==> src/rtl/colgrp_pkg.sv <==
package colgrp_pkg;
  // Result of the two unanimity detectors over the selected columns
  typedef struct packed {
    logic all_one;
    logic all_zero;
    logic any_sel;
  } det_t;
endpackage

==> src/rtl/colgrp_mask.sv <==
module colgrp_mask #(
  parameter int NUM_BITS = 16
) (
  input  logic                sel_even_i,
  input  logic                sel_odd_i,
  output logic [NUM_BITS-1:0] mask_o
);
  for (genvar i = 0; i < NUM_BITS; i++) begin : g_col
    if (i % 2 == 0) begin : g_even
      assign mask_o[i] = sel_even_i;
    end else begin : g_odd
      assign mask_o[i] = sel_odd_i;
    end
  end
endmodule

==> src/rtl/colgrp_detect.sv <==
module colgrp_detect
  import colgrp_pkg::*;
#(
  parameter int NUM_BITS = 16
) (
  input  logic [NUM_BITS-1:0] bits_i,
  input  logic [NUM_BITS-1:0] mask_i,
  output det_t                det_o,
  output logic                mismatch_o
);
  logic [NUM_BITS-1:0] one_ok, zero_ok;

  // unselected columns are forced to "agree" in both detectors
  assign one_ok  = bits_i | ~mask_i;
  assign zero_ok = ~bits_i | ~mask_i;

  assign det_o.all_one  = &one_ok;
  assign det_o.all_zero = &zero_ok;
  assign det_o.any_sel  = |mask_i;
  assign mismatch_o     = ~(det_o.all_one | det_o.all_zero);

  always_comb begin
    // both detectors fire only on an empty selection
    a_r2_dual_fire_empty: assert (!(det_o.all_one && det_o.all_zero) || !det_o.any_sel);
  end
endmodule

==> src/rtl/colgrp_settle.sv <==
module colgrp_settle #(
  parameter int SETTLE_CYCLES = 1
) (
  input  logic clk_i,
  input  logic rst_ni,
  input  logic rd_act_i,
  output logic armed_o
);
  localparam int CW = (SETTLE_CYCLES < 1) ? 1 : $clog2(SETTLE_CYCLES + 1);
  localparam logic [CW-1:0] LIM = CW'(SETTLE_CYCLES);

  logic [CW-1:0] cnt_q;
  logic          done;

  assign done    = (cnt_q >= LIM);
  assign armed_o = rd_act_i && done;

  always_ff @(posedge clk_i or negedge rst_ni) begin
    if (!rst_ni)        cnt_q <= '0;
    else if (!rd_act_i) cnt_q <= '0;
    else if (!done)     cnt_q <= cnt_q + 1'b1;
  end

  a_r8_armed_in_read: assert property (@(posedge clk_i) disable iff (!rst_ni)
    armed_o |-> rd_act_i);
  a_r8_idle_restarts: assert property (@(posedge clk_i) disable iff (!rst_ni)
    !rd_act_i |=> (cnt_q == '0));
endmodule

==> src/rtl/colgrp_err_latch.sv <==
module colgrp_err_latch (
  input  logic clk_i,
  input  logic rst_ni,
  input  logic rd_act_i,
  input  logic clear_i,
  input  logic eval_i,
  input  logic armed_i,
  input  logic mismatch_i,
  output logic err_o
);
  always_ff @(posedge clk_i or negedge rst_ni) begin
    if (!rst_ni)                               err_o <= 1'b0;
    else if (!rd_act_i || clear_i)             err_o <= 1'b0; // clamp / clear
    else if (armed_i && eval_i && mismatch_i)  err_o <= 1'b1;
  end

  a_r7_clamp: assert property (@(posedge clk_i) disable iff (!rst_ni)
    !rd_act_i |=> !err_o);
  a_r5_sticky: assert property (@(posedge clk_i) disable iff (!rst_ni)
    (err_o && rd_act_i && !clear_i) |=> err_o);
  a_r6_eval_only: assert property (@(posedge clk_i) disable iff (!rst_ni)
    $rose(err_o) |-> $past(eval_i && armed_i));
endmodule

==> src/rtl/colgrp_coinc_check.sv <==
module colgrp_coinc_check
  import colgrp_pkg::*;
#(
  parameter int NUM_BITS      = 16,
  parameter int SETTLE_CYCLES = 1
) (
  input  logic                clk_i,
  input  logic                rst_ni,
  input  logic [NUM_BITS-1:0] bits_i,
  input  logic                sel_even_i,
  input  logic                sel_odd_i,
  input  logic                test_mode_i,
  input  logic                rd_i,
  input  logic                eval_i,
  input  logic                clear_i,
  output logic                data_o,
  output logic                coinc_o,
  output logic                err_o
);
  logic [NUM_BITS-1:0] mask;
  det_t                det;
  logic                mismatch, rd_act, armed, take;

  assign rd_act = test_mode_i && rd_i;

  colgrp_mask #(.NUM_BITS(NUM_BITS)) u_mask (
    .sel_even_i (sel_even_i),
    .sel_odd_i  (sel_odd_i),
    .mask_o     (mask)
  );

  colgrp_detect #(.NUM_BITS(NUM_BITS)) u_det (
    .bits_i     (bits_i),
    .mask_i     (mask),
    .det_o      (det),
    .mismatch_o (mismatch)
  );

  colgrp_settle #(.SETTLE_CYCLES(SETTLE_CYCLES)) u_settle (
    .clk_i    (clk_i),
    .rst_ni   (rst_ni),
    .rd_act_i (rd_act),
    .armed_o  (armed)
  );

  colgrp_err_latch u_err (
    .clk_i      (clk_i),
    .rst_ni     (rst_ni),
    .rd_act_i   (rd_act),
    .clear_i    (clear_i),
    .eval_i     (eval_i),
    .armed_i    (armed),
    .mismatch_i (mismatch),
    .err_o      (err_o)
  );

  assign coinc_o = mismatch;

  // data captured only on a settled, unanimous, non-empty evaluate
  assign take = armed && eval_i && det.any_sel && !mismatch;

  always_ff @(posedge clk_i or negedge rst_ni) begin
    if (!rst_ni)   data_o <= 1'b0;
    else if (take) data_o <= det.all_one;
  end

  a_r9_no_mixed_data: assert property (@(posedge clk_i) disable iff (!rst_ni)
    !$stable(data_o) |-> $past(!coinc_o && eval_i && rd_act));
  a_r4_err_needs_mismatch: assert property (@(posedge clk_i) disable iff (!rst_ni)
    $rose(err_o) |-> $past(coinc_o && rd_act));
endmodule

==> config.mk <==
export PLATFORM = sky130hd
export DESIGN_NAME = colgrp_coinc_check
export DESIGN_NICKNAME = d
export VERILOG_FILES = /design/src/rtl/colgrp_pkg.sv /design/src/rtl/colgrp_mask.sv /design/src/rtl/colgrp_detect.sv /design/src/rtl/colgrp_settle.sv /design/src/rtl/colgrp_err_latch.sv /design/src/rtl/colgrp_coinc_check.sv
export SDC_FILE = /design/constraint.sdc
export NUM_CORES = 1
export LEC_CHECK = 0
export BUFFER_PORTS_ARGS = -buffer_cell sky130_fd_sc_hd__buf_2
export CAP_MARGIN = 5
export CORE_AREA = 2 2 39 41
export CTS_BUF_LIST = sky130_fd_sc_hd__clkbuf_8
export CTS_CLUSTER_DIAMETER = 120
export DETAILED_ROUTE_END_ITERATION = 16
export DIE_AREA = 0 0 41 43
export GPL_ROUTABILITY_DRIVEN = 0
export PLACE_DENSITY = 0.57
export SLEW_MARGIN = 20
export SYNTH_ARGS = -nofsm -noshare
export SYNTH_HDL_FRONTEND = slang
export SYNTH_SLANG_ARGS = --single-unit
==> constraint.sdc <==
create_clock -name clk_i -period 1.4 [get_ports clk_i]
set_clock_uncertainty 0.15 [all_clocks]
set_input_delay 0.21 -clock clk_i [delete_from_list [all_inputs] [get_ports clk_i]]
set_output_delay 0.21 -clock clk_i [all_outputs]
set_load 0.01 [all_outputs]
Yosys cells after proc, flatten, opt, wreduce, memory -nomap -nowiden
Cells that the tools add are included.
{ "op_classes": {"div": 0, "bitwise_logic": 6, "order_cmp": 1, "n_reduce_logical": 12, "mux": 4, "n_eq_ne": 1, "add_sub_neg": 1, "mul": 0, "shifts": 0} }
{ "op_table": {"columns": ["op", "count"], "rows": [
  ["NOT 16 bit", 2],
  ["OR 16 bit", 2],
  ["AND reduction 16 bit", 2],
  ["logical AND 1 bit", 6],
  ["2-to-1 mux 1 bit", 4],
  ["!= test 2 bit (second input constant)", 1],
  ["nonzero test 2 bit", 1],
  ["OR reduction 2 bit", 1],
  ["adder 1 bit (second input constant)", 1],
  [">= comparator 1 bit (second input constant)", 1],
  ["zero test 1 bit", 1],
  ["logical OR 1 bit", 1],
  ["NOT 1 bit", 1],
  ["OR 1 bit", 1]
]} }
{ "totals": {"inputBits": 24, "out_inout_bits": 3, "wordCells": 28, "rom_bits": 0, "register_bits": 3, "latchBits": 0, "ramBits": 0, "n_memories": 0} }

Longest topological paths before layout
Gate-level depths: netlist of the first run.
{ "logic_depth": {"depth_word": 8, "mapped_depth": 4} }

By module
Synthesis of the first run repeated with hierarchy kept, for this count alone.
{ "hier_totals": {"hier_cells": 62, "area_unflattened_um2": 523.0} }
{ "modules_own_cells": {"columns": ["module", "area_each_um2", "n_inst", "seq_area_each_um2", "cells_per_inst"], "rows": [
  ["colgrp_detect", 272.8, 1, 0.0, 36],
  ["colgrp_mask", 120.1, 1, 0.0, 16],
  ["colgrp_coinc_check", 51.3, 1, 25.0, 4],
  ["colgrp_err_latch", 43.8, 1, 25.0, 3],
  ["colgrp_settle", 35.0, 1, 25.0, 3]
]} }

Worst setup path before layout of the first run
No wires, ideal clock.
{ "synth_timing": {"path_type": "input to register", "start": "input bits_i[8]", "end": "register u_err.err_o", "arrival_ps": 1246, "slack_ps": -117, "path_stages": 4, "setup_time_ps": 121, "cell_sequence": "or4_1 o21ai_1 a22oi_1 a22o_1"} }
{ "synth_via": {"elab_chain_cells": 7} }
{ "synth_lines": {"columns": ["element", "line_no", "rtl"], "rows": [
  ["start: declaration", "colgrp_coinc_check.sv:9", "input logic [NUM_BITS-1:0] bits_i,"],
  ["NOT 16 bit", "colgrp_detect.sv:15", "assign zero_ok = ~bits_i | ~mask_i;"],
  ["OR 16 bit", "colgrp_detect.sv:15", null],
  ["AND reduction 16 bit", "colgrp_detect.sv:18", "assign det_o.all_zero = &zero_ok;"],
  ["OR 1 bit *", "colgrp_detect.sv:20", "assign mismatch_o = ~(det_o.all_one | det_o.all_zero);"],
  ["NOT 1 bit *", "colgrp_detect.sv:20", null],
  ["named net coinc_o", "colgrp_coinc_check.sv:17", "output logic coinc_o,"],
  ["logical AND 1 bit *", "colgrp_err_latch.sv:14", "else if (armed_i && eval_i && mismatch_i) err_o <= 1'b1;"],
  ["nonzero test 2 bit (no source line) *", null, null],
  ["end signal: assignment", "colgrp_err_latch.sv:12", "if (!rst_ni) err_o <= 1'b0;"],
  ["end signal: assignment", "colgrp_err_latch.sv:13", "else if (!rd_act_i || clear_i) err_o <= 1'b0;"],
  ["end signal: assignment", "colgrp_err_latch.sv:14", null],
  ["end: declaration", "colgrp_err_latch.sv:9", "output logic err_o"]
]} }
The timed path passes the listed nets; every way through them passes the cells marked *.
A chain may end at the register's enable or synchronous reset.

Final worst setup path of the first run
{ "layout_timing": {"start": "input bits_i[6]", "end": "output coinc_o"} }
{ "layout_via": {"elab_chain_cells": 5} }
{ "layout_lines": {"columns": ["element", "line_no"], "rows": [
  ["NOT 16 bit", "colgrp_detect.sv:15"],
  ["OR 16 bit", "colgrp_detect.sv:15"],
  ["AND reduction 16 bit", "colgrp_detect.sv:18"],
  ["OR 1 bit *", "colgrp_detect.sv:20"],
  ["NOT 1 bit *", "colgrp_detect.sv:20"],
  ["end: declaration", "colgrp_coinc_check.sv:17"]
]} }
Mark *: on every way between the ends. The rest lies on a longest branch, timed or not.

==> flow_summary.yaml, run 1 <==
yosys:
  syn_avg_cell_area_sq_um: 8.085
  synth_top_cell_by_area: "dfrtp_1"
  synthMuxAreaShare_pct: 0
  yosys.area_share.adder_pct: 0
  synth_compound_gate_area_share_pct: 22.02
  synth_warnings: 0
  synth-simple-area-share_pct: 40.48
  synth_nets: 50
  netlist_instances: 26
  synthXorXnorAreaFrac_pct: 0
  yosysUniqueCellTypes: 13
  synth_top_family_by_area: "simple AND/OR/NAND/NOR gates"
  yosys_register_bits: 3
  synthDominantCellAreaShare_pct: 35.71
  seq_area_frac_synth_pct: 35.71
  syn_area_sq_um: 210.2
  synth.area.top_cells: "dfrtp_1 36%, or4_1 14%, nand4_1 12%, a32o_1 4.8%, nor3_1 4.8%"
global_route:
  grt_use_total_pct: 9.658
  busiest_layer: "met2"
  overflow: 0
  use_met1_pct: 11.00
  grt_pass1_vias: 298
  antenna_found_initial: 0
  grt_use_met2_pct: 13.75
  grt_max_degree: 5
  grt_use_met3_pct: 4.712
  grt_pass1_wl_mm: 1.124
worst_setup_path:
  required_ns: 1.04
  reg2reg_from: "u_settle.cnt_q"
  critical_path.startpoint: "bits_i[6]"
  path_class: "in -> out"
  cp.arrival_ns: 1.26
  end_kind: "output pin"
  critPathLaunchType: "input pin"
  crit_fanout: 2
floorplan:
  initial_core_util_pct: 15.19
  io_pins: 27
  die_area_sq_um: 1763
  die_w_um: 41
  num_rows: 14
  die_y_um: 43
  core_sq_um: 1384
power:
  power_uw: 429.1
  p_per_area_nw_per_um2: 886.1
  p_leak_uw: 0.0002352
  vdd_drop_max_uv: 226.4
clock_tree:
  cts_buffers: 3
  clkTransAtPathRegs_ns: 0.03
  cts_tree: "yes"
  clockBufferDepth: 2
  cts_root_buffer: "clkbuf_8"
  clk_latency_ns: 0.21
  htreeDepth: 1
  clock_sink_count: 3
hold_path:
  holdCritStartpoint: "rd_i"
  min_path_type: "in -> reg"
sta:
  finalCritPeriodShare_pct: 115.7
  setup_tns_ns: -0.3436
  min_period_ns: 1.620
  drv_slew: 0
  final_hold_viol_count: 0
  setup_viol: 3
  clock.fmax_ghz: 0.6172
  worst_slack_ns: -0.2203
  slew_headroom_pct: 80.30
  hold_ws_ns: 0.1251
  tightest_slew_ns: 0.2924
  rsz0062_at_grt: "yes"
final_layout:
  layout_commonest_cell: "buf_2"
  layout_common_cells: "23 x buf_2, 4 x or4_4, 4 x nand4_1"
  area_delta_synth_final_pct: 130.4
  fin_nets: 84
  drive_gt1_share_pct: 64.41
  diodes: 0
  design_area_sq_um: 484.2
drt:
  drcViolationCount: 0
  wl_per_cell_um: 9.293
  vias: 342
  first_pass_iters: 3
  routed_wl_um: 697
  initialDrtViolationCount: 2
  viasPerCell: 4.560
  ant_nets: 0
placed_design:
  placed_cell_area_sq_um: 380.4
  hpwl_um: 594.5
  portBuffers: 26
outcome:
  status: "complete, but fails checks"
  violations: "negative setup slack"
run:
  cap_viol_max_count: 0
## registers in the layout (all words and copies together), names as in the netlist
signal          count
u_err.err_o         1
u_settle.cnt_q      1
data_o              1
## area by class of cell
cell class / count / area [sq um]
Clock buffer: 3 / 41.29
Clock inverter: 1 / 3.754
Fill cell: 158 / 899.6
Inverter: 1 / 3.754
Multi-Input combinational cell: 22 / 166.4
Sequential cell: 3 / 75.07
Tap cell: 16 / 20.02
Timing Repair Buffer: 29 / 173.9
## per-stage QoR
step,utilization (%),std cells,setup WS [ns]
finish,34.99,75,-0.2203
floorplan,-,26,-0.06787
detailed placement,27.49,68,-0.2517
global placement,27.49,68,-0.2391
global route,34.99,75,-0.2540
CTS,34.54,75,-0.2334
## synth_stat cells
library cell / instances
nor3_1: 2
a22o_1: 1
nor2_1: 2
nand2_1: 2
inv_1: 1
nand3_1: 1
dfrtp_1: 3
or4_1: 4
nand4_1: 4
o21ai_0: 2
a22oi_1: 1
o21ai_1: 2
a32o_1: 1
## power by group
group          internal, uW  total (uW)  leakage, uW  switching (uW)
clock                   186         240    0.0000269            53.8
combinational          54.2        92.2     0.000168            38.0
sequential             94.1        96.7    0.0000399            2.66
## worst max-delay path, stage by stage
cell     delay, ns
buf_6         0.09
or4_4         0.53
o21ai_4       0.17
a22oi_2       0.10
buf_2         0.16
## cells by family after synthesis
family,after synthesis
simple gates,15
compound gates,7
flops,3
buf+inv,1
## routing by layer
layer,vias up,share of wire [%]
li1,174,-
met1,155,39
met2,13,52
met3,0,9.2
met4,0,0
met5,-,0
## what timing repair did
item | 4_1_cts | 5_1_grt
hold endpoints to repair | 3 | 0
pin swaps | 5 | 3
endpoints found under the setup margin | 1 | 3
resized for setup | 5 | 1
hold buffers | 1 | 0
buffers inserted | 2 | 0
## worst paths after layout
kind	cells after the start	slack, ns	endpoint
min in group asynchronous	2	0.17	u_settle.cnt_q
max in group asynchronous	2	0.83	data_o
setup reg to reg	4	0.19	data_o
hold reg to reg	1	0.33	data_o
setup / recovery	5	-0.22	coinc_o
hold / removal	3	0.13	u_settle.cnt_q
(Power assumes the default switching activity.)
==> run 2: changes to the inputs <==
--- a/config.mk
+++ b/config.mk
@@ -13,8 +13,9 @@
 export DETAILED_ROUTE_END_ITERATION = 16
 export DIE_AREA = 0 0 41 43
 export GPL_ROUTABILITY_DRIVEN = 0
-export PLACE_DENSITY = 0.57
+export PLACE_DENSITY = 0.82
 export SLEW_MARGIN = 20
 export SYNTH_ARGS = -nofsm -noshare
 export SYNTH_HDL_FRONTEND = slang
+export SYNTH_HIERARCHICAL = 1
 export SYNTH_SLANG_ARGS = --single-unit
==> flow_summary.yaml, run 2 <==
worst_setup_path:
  path_class: "in -> out"
  reg2reg_depth: 3
  end_kind: "output pin"
  required_ns: 1.04
  critPathLaunchType: "input pin"
  crit_fanout: 7
  r2r-end: "data_o"
  reg2reg_from: "u_settle/cnt_q"
  r2r_setup_slack_ns: 0.14
  cp.arrival_ns: 1.25
  critical_path.startpoint: "sel_even_i"
  endpoint: "coinc_o"
global_route:
  grt_pass1_vias: 518
  grt_pass1_wl_mm: 2.194
  antenna_found_initial: 0
  grt_use_total_pct: 18.01
  grt_max_degree: 16
  overflow: 0
yosys:
  synth-async-reset-ratio_pct: 100.0
  netlist_instances: 62
  synthDominantCellAreaShare_pct: 22.97
  syn_area_sq_um: 523.0
  yosysUniqueCellTypes: 20
  ys_top_cells_by_count: "16 x buf_4, 11 x nand2b_1"
  synth_warnings: 6
  syn_avg_cell_area_sq_um: 8.436
  synth.area.top_cells: "buf_4 23%, dfrtp_1 14%, nand2b_1 13%, a221oi_2 8.6%, a22o_1 6.7%"
  synth_top_cell_by_area: "buf_4"
  synth_ff_type: "dfrtp_1"
  seq_area_frac_synth_pct: 14.35
  post-synth-top-count-cell: "buf_4"
  synth_nets: 86
  yosys_register_bits: 3
  synth_edf_count: 0
floorplan:
  die_y_um: 43
  die_area_sq_um: 1763
  core_sq_um: 1384
  initial_core_util_pct: 37.79
  die_w_um: 41
  num_rows: 14
  io_pins: 27
final_layout:
  utilization_pct: 56.96
  fill_cells: 115
  top_regs: "data_o x1, u_err/err_o x1, u_settle/cnt_q x1"
  design_area_sq_um: 788.3
  layout_commonest_cell: "buf_2"
  diodes: 0
  drive_gt1_share_pct: 60.00
  area_delta_synth_final_pct: 50.72
  layout_common_cells: "22 x buf_2, 10 x nand2b_1, 7 x buf_4"
  fin_nets: 110
  fin_cells: 101
clock_tree:
  cts_tree: "yes"
  clock_sink_count: 3
  clockBufferDepth: 2
  clk_latency_ns: 0.21
  cts_buffers: 3
  clkTransAtPathRegs_ns: 0.03
  cts_root_buffer: "clkbuf_8"
  htreeDepth: 1
placed_design:
  portBuffers: 26
  placed_cell_area_sq_um: 604.3
  hpwl_um: 879.8
  dp_cells: 94
  post-place-ws_ns: -0.5374
sta:
  setup_viol: 3
  finalCritPeriodShare_pct: 114.7
  clock.fmax_ghz: 0.6225
  min_period_ns: 1.606
  drv_slew: 0
  rsz0062_at_grt: "yes"
  slew_headroom_pct: 80.15
  worst_slack_ns: -0.2065
  final_hold_viol_count: 0
  tightest_slew_ns: 0.2974
drt:
  wl_per_cell_um: 13.14
  drcViolationCount: 0
  first_pass_iters: 4
  initialDrtViolationCount: 4
  routed_wl_mm: 1.327
  vias: 526
  viasPerCell: 5.208
  ant_nets: 0
power:
  vdd_drop_max_uv: 433.4
  power_frac_clock_pct: 48.2
  power_uw: 501.8
  p_leak_uw: 0.0003662
  p_int_uw: 371.5
  p_sw_share_pct: 25.97
  p_sw_uw: 130.3
  combPwrFrac_pct: 34.1
  share_seq_of_total_power_pct: 17.8
  p_per_area_nw_per_um2: 636.6
outcome:
  status: "complete, but fails checks"
  violations: "negative setup slack"
run:
  cap_viol_max_count: 0
hold_path:
  min_path_type: "in -> reg"
-- run 2: cell count changes after synthesis, moves of 4 or more --
cell       delta
buf_4        +16
nand2b_1     +11
or4_1         -4
o2111ai_1     +4
nor4_1        +4
-- run 2: area by class of cell --
cell class	count	area (sq um)	area share, %
Clock buffer	3	41.29	5.238
Timing Repair Buffer	36	265.3	33.65
Multi-Input combinational cell	38	367.9	46.67
Tap cell	16	20.02	2.540
Inverter	4	15.01	1.905
Sequential cell	3	75.07	9.524
Clock inverter	1	3.754	0.4762
-- run 2: critical path, stage by stage --
cell      delay [ns]
buf_12          0.11
a22o_1          0.23
a221oi_2        0.18
and4_1          0.23
nor2_2          0.05
buf_6           0.13
buf_6           0.11
-- run 2: power groups by stage --
stage	combinational [uW]	clock (uW)	sequential, uW
3_5_place_dp	127	0	90.1
5_1_grt	187	254	89.6
2_1_floorplan	94.3	0	90.2
4_1_cts	154	246	89.2
3_3_place_gp	123	0	90.1
6_report	171	242	89.2
-- run 2: cell families after synthesis --
family	after synthesis	share of synthesized area [%]
AND/OR/NAND/NOR	24	32.06
buffers and inverters	21	26.55
AO/OA/AOI/OAI	13	24.88
flip-flops	3	14.35
multiplexers	1	2.153
-- run 2: how the worst min path moves through the flow --
| stage | start | endpoint | slack [ns] | cells past startpoint |
|---|---|---|---|---|
| detailed placement | rst_ni | u_err/err_o | -0.14 | 1 |
| floorplan | rst_ni | data_o | -0.24 | 0 |
| global route | clear_i | u_err/err_o | 0.006 | 2 |
| finish | clear_i | u_err/err_o | 0.01 | 2 |
| CTS | clear_i | u_err/err_o | 0.006 | 2 |
| global placement | rst_ni | u_err/err_o | -0.14 | 1 |
-- run 2: what timing repair did --
action                                  CTS  global route
endpoints found under the setup margin    3             3
hold buffers                              1             0
buffers inserted                          1             0
resized for setup                        12             6
gates cloned                              1             0
endpoints found under the hold margin     3             0
pin swaps                                 5             5
-- run 2: stage by stage --
| stage | hold WS, ns | setup TNS, ns |
|---|---|---|
| after detailed placement | -0.1422 | -1.347 |
| after global placement | -0.1437 | -1.084 |
| after CTS | 0.005503 | -0.4327 |
| after floorplan | -0.2356 | -0.3877 |
| final | 0.009711 | -0.4229 |
| after global routing | 0.005868 | -0.6719 |
-- run 2: layer usage --
layer / GRT usage [%] / vias to the layer above / part of all wire, %
met4: 4.000 / 0 / 0
li1: - / 268 / -
met3: 3.141 / 0 / 4.5
met1: 20.39 / 245 / 39
met2: 32.50 / 13 / 56
met5: 0 / - / 0
